==> src/rtl/hostbus_frontend.sv <==
module hostbus_frontend #(
  parameter logic [9:0] BASE_ADDR = 10'h2E0,
  parameter int         REG_AW    = 4
) (
  input  logic       clk,
  input  logic       rst_n,
  input  logic [3:0] iosel,
  input  logic       ale,
  input  logic       mux_mode,
  input  logic [9:0] sa,
  input  logic       ior_n,
  input  logic       iow_n,
  input  logic       cs_n,
  input  logic       rd_n,
  input  logic       wr_n,
  input  logic       rw,
  input  logic       ds_n,
  input  logic [7:0] bd_in,
  output logic [7:0] bd_out,
  output logic       bd_oe
);
  localparam int NREG = 1 << REG_AW;
  localparam logic [8:0] BASE_HI = BASE_ADDR[9:1];

  logic [NREG-1:0][7:0] rf;
  logic [7:0] idx, mux_addr, cap_addr, cap_data;
  logic       wr_q, cap_index;

  wire pc_mode  = |iosel;
  wire mux_sel  = !pc_mode && mux_mode;
  wire moto_sel = !pc_mode && !mux_mode && ale;
  wire pc_hit   = sa[9:1] == BASE_HI;

  wire pc_rd  = pc_mode && pc_hit && !ior_n && iow_n;
  wire pc_wr  = pc_mode && pc_hit && !iow_n && ior_n;
  wire mc_rd  = !pc_mode && !cs_n && (moto_sel ? (!ds_n && rw)  : (!rd_n && wr_n));
  wire mc_wr  = !pc_mode && !cs_n && (moto_sel ? (!ds_n && !rw) : (!wr_n && rd_n));
  wire rd_act = pc_rd || mc_rd;
  wire wr_act = pc_wr || mc_wr;

  wire [7:0] acc_addr = pc_mode ? idx : (mux_sel ? mux_addr : sa[7:0]);
  wire       to_index = pc_mode && sa[0];
  wire       in_range = (acc_addr >> REG_AW) == 8'd0;
  wire [7:0] rd_data  = to_index ? idx :
                        (in_range ? rf[acc_addr[REG_AW-1:0]] : 8'd0);
  wire       commit   = wr_q && !wr_act;
  wire       cap_ok   = (cap_addr >> REG_AW) == 8'd0;

  assign bd_oe  = rd_act;
  assign bd_out = rd_act ? rd_data : 8'd0;

  always_ff @(posedge clk or negedge rst_n) begin
    if (!rst_n) begin
      mux_addr <= '0;
    end else if (mux_sel && ale) begin
      mux_addr <= sa[7:0];
    end
  end

  always_ff @(posedge clk or negedge rst_n) begin
    if (!rst_n) begin
      wr_q      <= 1'b0;
      cap_index <= 1'b0;
      cap_addr  <= '0;
      cap_data  <= '0;
    end else begin
      wr_q <= wr_act;
      if (wr_act) begin
        cap_index <= to_index;
        cap_addr  <= acc_addr;
        cap_data  <= bd_in;
      end
    end
  end

  always_ff @(posedge clk or negedge rst_n) begin
    if (!rst_n) begin
      idx <= '0;
      rf  <= '0;
    end else if (commit) begin
      if (cap_index)   idx <= cap_data;
      else if (cap_ok) rf[cap_addr[REG_AW-1:0]] <= cap_data;
    end
  end

  assert_pc_oe_hit_R2: assert property (@(posedge clk) disable iff (!rst_n)
    (bd_oe && pc_mode) |-> (sa[9:1] == BASE_HI));
  assert_mc_oe_cs_R6: assert property (@(posedge clk) disable iff (!rst_n)
    (bd_oe && !pc_mode) |-> !cs_n);
  assert_both_strobes_R12: assert property (@(posedge clk) disable iff (!rst_n)
    (pc_mode && !ior_n && !iow_n) |-> !bd_oe);
  assert_rf_after_strobe_R8: assert property (@(posedge clk) disable iff (!rst_n)
    (rf != $past(rf)) |-> $past(wr_q && !wr_act));
  assert_idx_after_strobe_R3: assert property (@(posedge clk) disable iff (!rst_n)
    (idx != $past(idx)) |-> $past(commit && cap_index));
  assert_range_drop_R11: assert property (@(posedge clk) disable iff (!rst_n)
    (commit && !cap_index && !cap_ok) |=> $stable(rf));
  assert_mux_hold_R7: assert property (@(posedge clk) disable iff (!rst_n)
    (!ale && $past(!ale)) |-> $stable(mux_addr));
  assert_out_quiet_R9: assert property (@(posedge clk) disable iff (!rst_n)
    !bd_oe |-> (bd_out == 8'd0));
endmodule

==> config.mk <==
export PLATFORM = sky130hd
export DESIGN_NAME = hostbus_frontend
export DESIGN_NICKNAME = d
export VERILOG_FILES = /design/src/rtl/hostbus_frontend.sv
export SDC_FILE = /design/constraint.sdc
export NUM_CORES = 1
export LEC_CHECK = 0
export BUFFER_PORTS_ARGS = -buffer_cell sky130_fd_sc_hd__buf_2
export CORE_AREA = 2 2 91 181
export DETAILED_ROUTE_END_ITERATION = 16
export DIE_AREA = 0 0 93 183
export PLACE_DENSITY = 0.66
export SLEW_MARGIN = 20
export SYNTH_ARGS = -nofsm -noshare
export SYNTH_HDL_FRONTEND = slang
export SYNTH_SLANG_ARGS = --single-unit
==> constraint.sdc <==
create_clock -name clk -period 5.72 [get_ports clk]
set_clock_uncertainty 0.2 [all_clocks]
set_input_delay 1.144 -clock clk [delete_from_list [all_inputs] [get_ports clk]]
set_output_delay 1.144 -clock clk [all_outputs]
set_load 0.1 [all_outputs]
* Word-level counts from Yosys, hierarchy flattened
Cells that the tools add are included.
** Operators by class
- $lt $le $gt $ge :: 3
- Equality and inequality tests :: 1
- Multiplexer cells :: 12
- Bitwise gates (word level) :: 1
- Reductions and logical operators :: 36
** Operator list (number)
- $bwmux 128 :: 1
- $mux 8 :: 7
- $bmux 8 s4 :: 1
- $demux 8 s4 :: 1
- $logic_and 1x1->1 :: 19
- $logic_not 8->1 :: 2
- $logic_not 1->1 :: 10
- $lt 4x5->1 const B :: 2
- $eq 9x9->1 const B :: 1
- $ge 4x1->1 const B :: 1
- $reduce_or 4->1 :: 1
- $reduce_and 3->1 :: 1
- $logic_or 1x1->1 :: 2
- $mux 1 :: 2
- $reduce_and 2->1 :: 1
- $not 1->1 :: 1
** Storage, ports and cells
- Register bits after elaboration :: 162
- Bits of input ports :: 33
- Output and inout port bits :: 9
- Logic and storage cells :: 75

* Longest topological paths before layout
- Depth in word-level cells :: 10
- Mapped depth :: 9
- Gate-level depth less buffers :: 6

* Least setup slack after synthesis
Ideal clock, no wire load.
- Kind :: input -> output
- Start :: input iosel[1]
- End :: output bd_out[1]
- Data arrival time :: 6919 ps
- Data required time :: 4376 ps
- Path slack :: -2543 ps
- Cell stages on the path :: 6
- Buffers on the path :: 2
- Cell sequence :: or4_1 buf_2 o31ai_1 nand3_1 clkbuf_1 o21ai_0
** On the way
- Elaborated cells on any way between the ends :: 21
- Those cells by class :: mux (8); reduce/logical (13)
** RTL lines
- start, declared :: RTL line 7 : input logic [3:0] iosel,
- $reduce_or 4->1 * :: RTL line 29 : wire pc_mode = |iosel;
- $logic_not 1->1 :: RTL line 31, 36
- $logic_and 1x1->1 (2 in series) :: RTL line 31 : wire moto_sel = !pc_mode && !mux_mode && ale;
- $mux 1 :: RTL line 36 : wire mc_rd = !pc_mode && !cs_n && (moto_sel ? (!ds_n && rw) : (!rd_n && wr_n));
- $logic_and 1x1->1 :: RTL line 36
- $logic_or 1x1->1 * :: RTL line 38 : wire rd_act = pc_rd || mc_rd;
- named net bd_oe :: RTL line 20 : output logic bd_oe
- $mux 8 * :: RTL line 50 : assign bd_out = rd_act ? rd_data : 8'd0;
- end, declared :: RTL line 19 : output logic [7:0] bd_out,
The timed path passes the listed nets; every way through them passes the cells marked *. The select of a mux whose other input is x is not followed.

* Final worst setup path
- Start :: input iosel[1]
- End :: output bd_out[3]
** On the way
- Cells in the longest elaborated chain, start to end :: 10
- Elaborated cells on any way between the ends :: 21
- Those cells by class :: mux (8); reduce/logical (13)
** Ends and longest elaborated chain
- $reduce_or 4->1 * :: RTL line 29
- $logic_not 1->1 :: RTL line 30, 31, 36
- $logic_and 1x1->1 :: RTL line 30 : wire mux_sel = !pc_mode && mux_mode;
- $mux 8 (2 in series) :: RTL line 41 : wire [7:0] acc_addr = pc_mode ? idx : (mux_sel ? mux_addr : sa[7:0]);
- $bmux 8 s4 :: RTL line 45 : (in_range ? rf[acc_addr[REG_AW-1:0]] : 8'd0);
- $mux 8 (not written as such) :: RTL line 45
- $mux 8 :: RTL line 45
- $mux 8 :: RTL line 44 : wire [7:0] rd_data = to_index ? idx :
- $mux 8 * :: RTL line 50
Every way passes the cells marked *; elsewhere a longest branch is shown, timed or not. The select of a mux whose other input is x is not followed.

==> flow_summary.toml <==
[clock_tree]
numCtsBuffers = 17
post_cts_buffers = 0
clockBufferDepth = 2
clk_pin_slew_ns = 0.06
cts_hold_buf = 0
tritoncts = "built"
cts_max_level = 4
clock_sinks = 162
ctsResizeCount = 0
cts_root_buf = "clkbuf_16"
clock_latency_ns = 0.42

[logic_synthesis]
synth-edff-count = 0
synthesis.nets = 580
synth_area_leaders = "dfrtp_1, mux2_2, mux4_2"
synthSimpleGateAreaFrac_pct = 6.77
ys_async_sr_fraction_pct = 100
synth_top_area_share_pct = 52.8
syn_avg_cell_area_sq_um = 14.0
synth_compound_area_share_pct = 3.78
ys.warnings.count = 0
synthMuxAreaShare_pct = 34.4
ys.flop_type = "dfrtp_1"
post_synth_instance_area_sq_um = 7680
syn_inst = 547
ys_seq_elements = 162
seq_area_frac_synth_pct = 52.8
yosysTopAreaCell = "dfrtp_1"
synth_top_family_by_area = "multiplexers"
synthXorXnorAreaFrac_pct = 0
synth_adder_area_share_pct = 0
synthDistinctLibCells = 49

[setup_path]
timing.rr.start = "cap_index"
cpMaxStageDelayCell = "mux4_2"
cp_data_arrival_time_ns = 3.81
crit_path_end_kind = "primary output"
ff2ff_path_depth = 5
cpPeakStageDelay_ns = 0.52
startpoint_type = "input port"
cpMostUsedCell = "buf_2"
startpoint = "iosel[1]"
worstPathRequired_ns = 4.38
reg2reg_to = "rf[47]"
critical_path.cell_chain = "buf_2, nor4_4, buf_4, mux2i_4, buf_12, mux4_2, a22o_1, nor3_1, o21ai_2, buf_2"
r2r_slack_ns = 2.70
criticalPathCategory = "input port to primary output"
crit_path_end = "bd_out[3]"
path_depth = 10
crit_family = "buffers and inverters"
cp_max_fo = 22
cp_num_buf_inv = 4

[layout]
drive_above_1_share_pct = 47.9
final_cell_mix = "mux2_2, dfrtp_1, buf_2, mux2i_1, nand2_1"
nets = 617
register_area_sq_um = 4050
multi_input_area_sq_um = 3510
fill_cells = 1307
n_antenna_cell = 0
syn2layout_area_growth_pct = 14.7
layout_commonest_cell = "mux2_2"

[timing]
finalSetupViolations = 0
final_max_slew_viol_count = 0
max_slew_margin_pct = 36.9
fin_crit_sh_pct = 90.1
tightest_slew_ns = 0.942
max_freq_mhz = 194
fin_hold_ws_ns = 0.294
finalHoldViolations = 0
rsz0062_at_grt = "false"
fin_setup_tns_ns = 0
finalCriticalPeriod_ns = 5.16

[detailed_routing]
dr.first_iter.drc_count = 362
antenna_left = 0
num_vias = 4741
dr.pass1.iters = 4
m1WireLength_microns = 7500
drt_wl_total_microns = 18100
met2_length_microns = 9210
wl_per_cell_microns = 22.7
top_layer = "met4"
drc = 0
vias_per_cell = 5.94
wl_met3_microns = 695

[job]
drv_cap = 0

[outcome]
status = "complete, no violations"

[power]
leakagePower_nw = 4.35
power_density_nw_per_um2 = 287
vdd_ir_drop_max_mv = 0.205

[global_routing]
grt_overflow = 0
grt_max_degree = 104
grt_pass1_wl_microns = 28300
grt_pass1_vias = 4867
antenna_found_initial = 0
grt_usage_pct = 22.5

[die]
rows = 65
num_io_pins = 42
chipHeight_microns = 183
dieArea_sq_um = 17000
core_area_sq_um = 15600
start_util_pct = 49.2
dieWidth_microns = 93

[placement]
place.gp.congestion = 0.796
hpwl_microns = 12000
numPortBuffers = 41

[worst_hold_path]
min_path_type = "flop to flop"
[cell families (layout without fill, tap and decap cells)]
logic type      after synthesis  in the layout
compound gates               41             41
flops                       162            162
buf+inv                      39             89
simple gates                 85             85
mux                         220            220
[area by class of cell]
type                    count  area share, %
flip-flops and latches    162           46.0
multi-input cells         346           39.9
clock buffers              21           5.23
repair buffers             52           4.13
well taps                 201           2.85
clock inverters            11           1.70
inverters                   5          0.213
[synthesized netlist by cell type (all sizes together) (3+ instances only)]
library cell	count
mux2	165
dfrtp	162
mux2i	36
nand2	27
mux4	19
clkbuf	18
buf	16
nor2	13
o21ai	13
nand3	8
nor3	8
o22ai	7
inv	5
and4b	4
nor2b	4
a22o	3
nand2b	3
nand4	3
o31ai	3
[flip-flops by register name, summed over array words and instances, names as in the netlist]
name       flops
mux_addr       8
idx            8
rf           128
cap_index      1
cap_addr       8
wr_q           1
cap_data       8
[worst register-to-register path, delay by kind of cell, from the launching register on]
family        cells  cell delay [ns]
simple gates      4             1.89
mux               1             0.42
flops             1             0.39
[through the flow]
stage	total power [W]	util [%]	setup slack, ns	cells	area (sq um)
finish	0.00252	56.4	0.564	798	8810
global placement	0.00137	52.5	0.607	766	8200
CTS	0.00255	56.4	0.564	798	8810
global route	0.00261	56.4	0.402	798	8810
detailed placement	0.00137	52.5	0.573	766	8200
floorplan	0.00129	-	0.201	547	7710
[where the power goes]
part | switching (W) | internal, W
clock | 0.000461 | 0.000714
combinational | 0.0000681 | 0.0000540
sequential | 0.0000570 | 0.00117
total | 0.000586 | 0.00194
[worst min path at each step]
stage                startpoint          end  slack [ns]  depth (start not counted)
floorplan           cap_addr[4]  cap_addr[4]        0.24                          2
global placement         rf[88]       rf[88]        0.26                          1
detailed placement       rf[94]       rf[94]        0.28                          1
CTS                      rf[94]       rf[94]        0.29                          1
global route              rf[8]        rf[8]        0.31                          1
finish                   rf[94]       rf[94]        0.29                          1
[metal layers]
metal	GRT usage [%]	vias to the layer above
met5	0	-
met4	10.7	0
met3	3.82	46
met2	36.7	120
met1	29.0	2467
li1	-	2108
Note: power is estimated with default switching activity, not from simulation.
